===== config.mk =====
export PLATFORM = sky130hd
export DESIGN_NAME = lcd_bus_master
export DESIGN_NICKNAME = d
export VERILOG_FILES = /design/src/rtl/lcd_bus_pkg.sv /design/src/rtl/lcd_phase_timer.sv /design/src/rtl/lcd_word_pack.sv /design/src/rtl/lcd_bus_master.sv
export SDC_FILE = /design/constraint.sdc
export NUM_CORES = 1
export LEC_CHECK = 0
export BUFFER_PORTS_ARGS = -buffer_cell sky130_fd_sc_hd__buf_2
export CORE_AREA = 2 2 104 106
export CTS_CLUSTER_DIAMETER = 200
export DETAILED_ROUTE_END_ITERATION = 8
export DIE_AREA = 0 0 106 108
export GPL_ROUTABILITY_DRIVEN = 0
export PLACE_DENSITY = 0.61
export SYNTH_ARGS = -nofsm -noshare
export SYNTH_HDL_FRONTEND = slang
export SYNTH_HIERARCHICAL = 1
export SYNTH_SLANG_ARGS = --single-unit

===== constraint.sdc =====
create_clock -name clk -period 2.31 [get_ports clk]
set_input_delay 0.1155 -clock clk [delete_from_list [all_inputs] [get_ports clk]]
set_output_delay 0.1155 -clock clk [all_outputs]
set_load 0.02 [all_outputs]

===== src/rtl/lcd_bus_pkg.sv =====
package lcd_bus_pkg;
    localparam int TF_W = 4;

    typedef enum logic [2:0] {
        ST_IDLE, ST_SETUP, ST_STROBE, ST_HOLD, ST_TURN, ST_RD_ACT, ST_RD_HOLD
    } lcd_state_e;

    typedef struct packed {
        logic [TF_W-1:0] dhold;
        logic [TF_W-1:0] dsetup;
        logic [TF_W-1:0] chold;
        logic [TF_W-1:0] csetup;
    } lcd_timing_t;

    localparam logic [1:0] OP_INDEX = 2'b00;
    localparam logic [1:0] OP_DATA  = 2'b01;
endpackage


===== src/rtl/lcd_phase_timer.sv =====
module lcd_phase_timer #(
    parameter int CW = 4
) (
    input  logic          clk,
    input  logic          rst_n,
    input  logic          load,
    input  logic [CW-1:0] load_val,
    output logic          expired
);
    logic [CW-1:0] cnt_q;

    always_ff @(posedge clk or negedge rst_n) begin
        if (!rst_n)
            cnt_q <= '0;
        else if (load)
            cnt_q <= load_val;
        else if (cnt_q != '0)
            cnt_q <= cnt_q - 1'b1;
    end

    assign expired = (cnt_q == '0);
endmodule


===== src/rtl/lcd_word_pack.sv =====
module lcd_word_pack #(
    parameter int WORD_W = 16
) (
    input  logic [WORD_W-1:0] word_in,
    output logic [WORD_W+1:0] bus_out,
    input  logic [WORD_W+1:0] bus_in,
    output logic [WORD_W-1:0] word_out
);
    localparam int HALF = WORD_W / 2;

    logic unused_pad_bits;

    // Line 0 and line HALF+1 carry nothing; each byte sits one line above a gap.
    assign bus_out  = {word_in[WORD_W-1:HALF], 1'b0, word_in[HALF-1:0], 1'b0};
    assign word_out = {bus_in[WORD_W+1:HALF+2], bus_in[HALF:1]};
    assign unused_pad_bits = bus_in[0] ^ bus_in[HALF+1];
endmodule


===== src/rtl/lcd_bus_master.sv =====
module lcd_bus_master
    import lcd_bus_pkg::*;
#(
    parameter int WORD_W = 16
) (
    input  logic              clk,
    input  logic              rst_n,
    input  logic              req_valid,
    input  logic [1:0]        req_op,
    input  logic [WORD_W-1:0] req_word,
    input  logic [4*TF_W-1:0] timing_cfg,
    output logic              busy,
    output logic              done,
    output logic [WORD_W-1:0] rd_word,
    output logic              lcd_cs_n,
    output logic              lcd_rs,
    output logic              lcd_wr_n,
    output logic              lcd_rd_n,
    output logic [WORD_W+1:0] lcd_dout,
    output logic              lcd_dout_en,
    input  logic [WORD_W+1:0] lcd_din
);
    localparam int BUS_W = WORD_W + 2;
    localparam int GAP   = WORD_W / 2 + 1;

    lcd_state_e        state_q, state_d;
    lcd_timing_t       tm_q, req_tm;
    logic [WORD_W-1:0] word_q, rd_word_q, unpacked;
    logic              is_read_q, is_data_q, done_q;
    logic              ld, expired, accept, finish, capture;
    logic [TF_W-1:0]   ld_val, setup_len, hold_len;

    assign req_tm    = lcd_timing_t'(timing_cfg);
    assign setup_len = is_data_q ? tm_q.dsetup : tm_q.csetup;
    assign hold_len  = is_data_q ? tm_q.dhold  : tm_q.chold;

    lcd_phase_timer #(.CW(TF_W)) u_timer (
        .clk(clk), .rst_n(rst_n), .load(ld), .load_val(ld_val), .expired(expired)
    );

    lcd_word_pack #(.WORD_W(WORD_W)) u_pack (
        .word_in(word_q), .bus_out(lcd_dout), .bus_in(lcd_din), .word_out(unpacked)
    );

    // Next-state and phase-length selection
    always_comb begin
        state_d = state_q;
        ld      = 1'b0;
        ld_val  = '0;
        accept  = 1'b0;
        finish  = 1'b0;
        capture = 1'b0;
        unique case (state_q)
            ST_IDLE: if (req_valid) begin
                accept  = 1'b1;
                state_d = ST_SETUP;
                ld      = 1'b1;
                ld_val  = (req_op == OP_DATA) ? req_tm.dsetup : req_tm.csetup;
            end
            ST_SETUP: if (expired) begin
                state_d = ST_STROBE;
                ld      = 1'b1;
                ld_val  = setup_len;
            end
            ST_STROBE: if (expired) begin
                state_d = ST_HOLD;
                ld      = 1'b1;
                ld_val  = hold_len;
            end
            ST_HOLD: if (expired) begin
                if (is_read_q) begin
                    state_d = ST_TURN;
                    ld      = 1'b1;
                    ld_val  = '0;
                end else begin
                    state_d = ST_IDLE;
                    finish  = 1'b1;
                end
            end
            ST_TURN: if (expired) begin
                state_d = ST_RD_ACT;
                ld      = 1'b1;
                ld_val  = tm_q.dsetup;
            end
            ST_RD_ACT: if (expired) begin
                state_d = ST_RD_HOLD;
                capture = 1'b1;
                ld      = 1'b1;
                ld_val  = tm_q.dhold;
            end
            ST_RD_HOLD: if (expired) begin
                state_d = ST_IDLE;
                finish  = 1'b1;
            end
            default: state_d = ST_IDLE;
        endcase
    end

    // State register and request capture
    always_ff @(posedge clk or negedge rst_n) begin
        if (!rst_n) begin
            state_q   <= ST_IDLE;
            tm_q      <= '0;
            word_q    <= '0;
            is_read_q <= 1'b0;
            is_data_q <= 1'b0;
            rd_word_q <= '0;
            done_q    <= 1'b0;
        end else begin
            state_q <= state_d;
            done_q  <= finish;
            if (accept) begin
                tm_q      <= req_tm;
                word_q    <= req_word;
                is_read_q <= req_op[1];
                is_data_q <= (req_op == OP_DATA);
            end
            if (capture)
                rd_word_q <= unpacked;
        end
    end

    // Pin decode from state
    always_comb begin
        lcd_cs_n    = (state_q == ST_IDLE);
        lcd_wr_n    = (state_q != ST_STROBE);
        lcd_rd_n    = (state_q != ST_RD_ACT);
        lcd_dout_en = (state_q == ST_SETUP) || (state_q == ST_STROBE) || (state_q == ST_HOLD);
        unique case (state_q)
            ST_SETUP, ST_STROBE, ST_HOLD: lcd_rs = is_data_q;
            default:                      lcd_rs = 1'b1;
        endcase
    end

    assign busy    = (state_q != ST_IDLE);
    assign done    = done_q;
    assign rd_word = rd_word_q;

    assert_pad_lines_low_R1: assert property (@(posedge clk) disable iff (!rst_n)
        lcd_dout_en |-> (lcd_dout[0] == 1'b0 && lcd_dout[GAP] == 1'b0));
    assert_rs_high_on_read_R5: assert property (@(posedge clk) disable iff (!rst_n)
        !lcd_rd_n |-> lcd_rs);
    assert_rd_bus_free_R6: assert property (@(posedge clk) disable iff (!rst_n)
        !lcd_rd_n |-> !lcd_dout_en);
    assert_turnaround_gap_R6: assert property (@(posedge clk) disable iff (!rst_n)
        $fell(lcd_rd_n) |-> $past(!lcd_dout_en));
    assert_strobe_in_select_R7: assert property (@(posedge clk) disable iff (!rst_n)
        (!lcd_wr_n || !lcd_rd_n) |-> !lcd_cs_n);
    assert_done_ends_cycle_R7: assert property (@(posedge clk) disable iff (!rst_n)
        done |-> ($past(busy) && !busy && lcd_cs_n));
    assert_idle_quiet_R8: assert property (@(posedge clk) disable iff (!rst_n)
        !busy |-> (lcd_cs_n && lcd_wr_n && lcd_rd_n && !lcd_dout_en));
    assert_word_width_R1: assert property (@(posedge clk) disable iff (!rst_n)
        $countones({lcd_wr_n, lcd_rd_n}) >= BUS_W - WORD_W - 1);
endmodule


# Word level (Yosys, flattened, before mapping)
# Cells that the tools add are included.
dict set report word_totals {
  regBits 58
  latchBits 0
  ram_bits 0
  romBits 0
  input_bits 55
  mem_count 0
}
dict set report op_classes {
  n_addsub 1
  multipliers 0
  div_mod_pow 0
  n_lt_le_gt_ge 0
  n_eq_ne 16
  shift 0
  n_mux 31
  n_bitwise 0
  n_reduce_logical 10
}
# op count
set ops {}
lappend ops {{2-to-1 mux 4 bit} 10}
lappend ops {{2-to-1 mux 3 bit} 8}
lappend ops {{case mux 3 bit (7 select lines)} 1}
lappend ops {{case mux 4 bit (5 select lines)} 1}
lappend ops {{!= test 2 bit, second input constant} 7}
lappend ops {{equality test 3 bit, second input constant} 3}
lappend ops {{2-to-1 mux 1 bit} 9}
lappend ops {{AND reduction 7 bit} 1}
lappend ops {{equality test 3 x 2 -> 1 bit, second input constant} 2}
lappend ops {{logical NOT 4 bit} 1}
lappend ops {{nonzero test 4 bit} 1}
lappend ops {{OR reduction 4 bit} 1}
lappend ops {{subtractor 4 x 1 -> 4 bit, second input constant} 1}
lappend ops {{equality test 3 x 1 -> 1 bit, second input constant} 1}
lappend ops {{logical NOT 3 bit} 1}
lappend ops {{!= test 3 x 2 -> 1 bit, second input constant} 1}
lappend ops {{!= test 3 bit, second input constant} 1}
lappend ops {{case mux 1 bit (3 select lines)} 1}
lappend ops {{nonzero test 3 bit} 1}
lappend ops {{OR reduction 3 bit} 1}
lappend ops {{equality test 2 x 1 -> 1 bit, second input constant} 1}
lappend ops {{logical OR 1 bit} 2}
lappend ops {{case mux 1 bit (2 select lines)} 1}
lappend ops {{nonzero test 2 bit} 1}

# Longest topological paths before layout
dict set report depth {
  word_depth 5
  mapped_depth 9
  depth_no_buf 8
}

# Cells and area by module
# The synthesis kept the hierarchy.
# mod instances cells_per_inst area_each_um2
set by_module_without_submodules {}
lappend by_module_without_submodules {lcd_bus_master 1 178 2451.1}
lappend by_module_without_submodules {lcd_word_pack 1 35 259.0}
lappend by_module_without_submodules {lcd_phase_timer 1 22 234.0}

# Least setup slack after synthesis
# OpenSTA, ideal clock, no wires.
dict set report synth_path {
  path_type {register to register}
  start {reg u_timer.cnt_q[0]}
  end {reg u_timer.cnt_q[3]}
  setup_ns 0.126
  arrival_ns 2.083
  setup_slack_ns 0.101
  path_stages_with_launch 10
  n_path_buf 3
  period_less_slack_ns 2.209
  cell_sequence {dfrtp_1 -> inv_1 -> ha_1 -> nor3b_4 -> clkbuf_1 -> clkbuf_1 -> a21o_1 -> clkbuf_1 -> nor3_1 -> a221o_1}
}
dict set report synth_between {
  elab_chain_cells 4
  word_cells_on_any_way 14
}
# item line_no
set synth_rtl {}
lappend synth_rtl {{from (decl)} lcd_phase_timer.sv:10} ;# logic [CW-1:0] cnt_q;
lappend synth_rtl {{from (signal assigned)} lcd_phase_timer.sv:16} ;# cnt_q <= load_val;
lappend synth_rtl {{from (signal assigned)} lcd_phase_timer.sv:18} ;# cnt_q <= cnt_q - 1'b1;
lappend synth_rtl {{logical NOT 4 bit *} lcd_phase_timer.sv:21} ;# assign expired = (cnt_q == '0);
lappend synth_rtl {{via expired} lcd_bus_master.sv:30} ;# logic ld, expired, accept, finish, capture;
lappend synth_rtl {{2-to-1 mux 1 bit (on tied branches)} -}
lappend synth_rtl {{case mux 1 bit (3 select lines) *} lcd_bus_master.sv:53} ;# unique case (state_q)
lappend synth_rtl {{via ld} lcd_bus_master.sv:30}
lappend synth_rtl {{2-to-1 mux 4 bit / nonzero test 2 bit (equally long branches)} -}
# The timed path passes the listed nets; every way through them passes the cells marked *. The select of a mux whose other input is x is not followed.
# A chain may end at the register's enable or synchronous reset.

# Final worst setup path
dict set report layout_path {
  start {reg u_timer.cnt_q[0]}
  end {reg rd_word_q[1] (netlist: rd_word[1])}
}
dict set report layout_between {
  elab_chain_cells 3
}
# item line_no
set layout_rtl {}
lappend layout_rtl {{logical NOT 4 bit} lcd_phase_timer.sv:21}
lappend layout_rtl {{via expired} lcd_bus_master.sv:30}
lappend layout_rtl {{2-to-1 mux 1 bit} lcd_bus_master.sv:85} ;# ST_RD_ACT: if (expired) begin
lappend layout_rtl {{2-to-1 mux 1 bit} lcd_bus_master.sv:53}
lappend layout_rtl {{to (signal assigned)} lcd_bus_master.sv:119} ;# rd_word_q <= unpacked;
lappend layout_rtl {{to (decl)} lcd_bus_master.sv:28} ;# logic [WORD_W-1:0] word_q, rd_word_q, unpacked;
# The timed path passes the listed nets, and every way through them passes these cells.

==> impl_metrics.env <==
export IMPL_status="finished, final reports clean"
export IMPL_fin_nets=388
export IMPL_dpl_hpwl_um=4299
export IMPL_net_switching_power_mw=1.894
export IMPL_overflow=0
export IMPL_dr_total_vias=2033
export IMPL_power_density_nw_per_um2=1350
export IMPL_viasPerCell=4.298
export IMPL_endpoint_kind="flop"
export IMPL_rows=37
export IMPL_io_buffers=91
export IMPL_synthesis_instances=235
export IMPL_grt_pass1_wl_um=10010
export IMPL_die_h_um=108
export IMPL_synth_ff_type="dfrtp_1"
export IMPL_worstHoldStart="timing_cfg[11]"
export IMPL_cts_htree_levels=3
export IMPL_fmax_ghz=0.5045
export IMPL_grt_pass1_vias=2083
export IMPL_synth_seq_area_share_pct=49.30
export IMPL_yosys_warnings=6
export IMPL_syn_area_um2=2944
export IMPL_worst_r2r_startpoint="u_timer/cnt_q[0]"
export IMPL_ys_types=37
export IMPL_cts_num_sinks=58
export IMPL_avgSynthCellArea_um2=12.53
export IMPL_synth_edf_count=0
export IMPL_drtPass1Iterations=4
export IMPL_first_iter_violations=48
export IMPL_p_clk_share_pct=21.0
export IMPL_synth_adder_area_share_pct=0.7650
export IMPL_hold_viol=0
export IMPL_synth_compound_gate_area_share_pct=4.760
export IMPL_instances_no_fill=473
export IMPL_setup_viol=0
export IMPL_ir_worst_vdd_uv=385.7
export IMPL_yosys_top_cells_count="dfrtp_1, mux2_2, buf_4"
export IMPL_synthSimpleGateAreaFrac_pct=6.417
export IMPL_holdWs_ps=18.17
export IMPL_slew_viol_final=0
export IMPL_p_seq_share_pct=35.0
export IMPL_route_met2_wl_um=3081
export IMPL_clk_pin_slew_ps=70
export IMPL_wirelength_um=6234
export IMPL_power_frac_comb_pct=44.0
export IMPL_met1_length_um=2716
export IMPL_cts_inserted_buffers=9
export IMPL_worst_ep_required_time_ps=2520
export IMPL_tightest_slew_ps=619.3
export IMPL_fin_ws_ps=327.8
export IMPL_ant_nets=0
export IMPL_drive_above_1_share_pct=51.63
export IMPL_io_pins=96
export IMPL_top_layer="met4"
export IMPL_core_um2=10230
export IMPL_ys_top_cells_by_area="dfrtp_1, mux2_2, buf_4"
export IMPL_wl_per_cell_um=13.18
export IMPL_antenna_found_initial=0
export IMPL_die_area_um2=11450
export IMPL_cts_resized=0
export IMPL_yosys_area_top_type_share_pct=49.30
export IMPL_fin_tns_setup_ps=0
export IMPL_criticalPathCategory="flop to flop"
export IMPL_area_growth_pct=31.66
export IMPL_async_reset_ff_share_pct=100.0
export IMPL_critical_path_arrival_ps=2190
export IMPL_start_util_pct=28.78
export IMPL_max_cap_violations=0
export IMPL_clock_skew_ps=8.847
export IMPL_rsz0062_at_grt="no"
export IMPL_synth_top_family_by_area="multiplexers"
export IMPL_place_inst=425
export IMPL_met3_wirelength_um=340
export IMPL_yosysTopAreaCell="dfrtp_1"
export IMPL_period_minus_slack_ps=1982
export IMPL_hold_class="primary input to flop"
export IMPL_p_int_mw=3.338
export IMPL_min_period_over_period_pct=85.81
export IMPL_drc=0
export IMPL_p_leak_nw=1.807
export IMPL_synth_most_common_cell="dfrtp_1"
export IMPL_cts_tree="yes"
export IMPL_synthMuxAreaShare_pct=26.18
export IMPL_dpl_worst_slack_ps=328.3
export IMPL_switching_share_pct=36.21
export IMPL_synth_seq_cells=58
export IMPL_cts_root_buf="clkbuf_8"
export IMPL_antenna_cells=0
export IMPL_clock_latency_ps=330
export IMPL_slew_headroom_pct=58.72
export IMPL_dieWidth_um=106
export IMPL_grt_start_max_net_pins=34
export IMPL_grt_usage_pct=11.34
export IMPL_critPathMaxFanout=16
export IMPL_synth_xor_area_share_pct=0.2975
export IMPL_cts_buffer_depth=2
export IMPL_setup_worst_path_start_class="flop"
export IMPL_crit_start="u_timer/cnt_q[0]"
-- critical path, stage by stage (launching register included) --
cell and delay, ps:
dfrtp_1 390, inv_1 100, ha_1 210, nor3b_4 350, buf_4 200, nand3_1 90, buf_4 220, mux2_2 290
-- worst paths after layout --
check | end | slack [ps] | cells after the start
setup / recovery | rd_word[1] | 330 | 7
hold / removal | tm_q[11] | 20 | 2
setup reg to reg | rd_word[1] | 330 | 7
hold reg to reg | word_q[15] | 490 | 1
max in group asynchronous | word_q[0] | 1380 | 3
min in group asynchronous | word_q[12] | 330 | 2
-- cell type report --
| type | count | area (um2) |
|---|---|---|
| Timing Repair Buffer | 133 | 863.3 |
| Tap cell | 136 | 170.2 |
| Inverter | 4 | 15.01 |
| Sequential cell | 58 | 1451 |
| Fill cell | 1006 | 6355 |
| Multi-Input combinational cell | 126 | 1139 |
| Clock inverter | 4 | 72.57 |
| Clock buffer | 12 | 165.2 |
-- flip-flops by register name (all words and copies together) (netlist names) --
name and cells:
word_q 16, state_q 3, u_timer/cnt_q 4, tm_q 16, done 1, rd_word 16, is_data_q 1, is_read_q 1
-- power groups by stage --
stage | logic (mW) | registers [mW] | clock network [mW]
floorplan | 1.73 | 1.95 | 0
global placement | 2.25 | 1.82 | 0
detailed placement | 2.29 | 1.85 | 0
CTS | 2.34 | 1.83 | 1.15
global route | 2.52 | 1.90 | 1.20
finish | 2.30 | 1.83 | 1.10
-- cell families (layout without fill, tap and decap cells) --
group | after synthesis | after routing
adder cells (fa/ha/maj) | 2 | 2
XOR/XNOR | 1 | 1
other | 1 | 2
flip-flops | 58 | 58
multiplexers | 70 | 70
buffers and inverters | 52 | 153
AO/OA/AOI/OAI | 20 | 20
AND/OR/NAND/NOR | 31 | 31
-- layout by cell type (no fill, tap or decap), drive strengths merged, types with 3 or more instances in the layout --
cell | netlist | layout
or3 | 3 | 3
inv | 4 | 4
buf | 41 | 101
nand2 | 4 | 4
o21ai | 4 | 4
mux2 | 56 | 56
dlygate4sd3 | 0 | 32
nor2 | 7 | 7
o22ai | 5 | 5
mux2i | 14 | 14
clkbuf | 7 | 12
a221o | 5 | 5
nor2b | 4 | 4
a21oi | 3 | 3
dfrtp | 58 | 58
-- per-layer routing --
| metal | GRT usage [%] | up-vias |
|---|---|---|
| met5 | 0 | - |
| met4 | 5.357 | 0 |
| li1 | - | 977 |
| met2 | 19.31 | 53 |
| met1 | 13.17 | 993 |
| met3 | 3.376 | 10 |
-- per-stage QoR --
| stage | cell area [um2] | power, mW | util, % |
|---|---|---|---|
| after floorplan | 2948 | 3.678 | - |
| after global placement | 3318 | 4.068 | 32.43 |
| after detailed placement | 3318 | 4.141 | 32.43 |
| after CTS | 3876 | 5.321 | 37.89 |
| after global routing | 3876 | 5.616 | 37.89 |
| final | 3876 | 5.232 | 37.89 |
-- what timing repair did --
action                    in CTS  in global routing
hold buffers                  32                  0
hold endpoints to repair      56                  0
setup buffers                  0                  0
No activity file was read; power rests on OpenSTA's default activity.
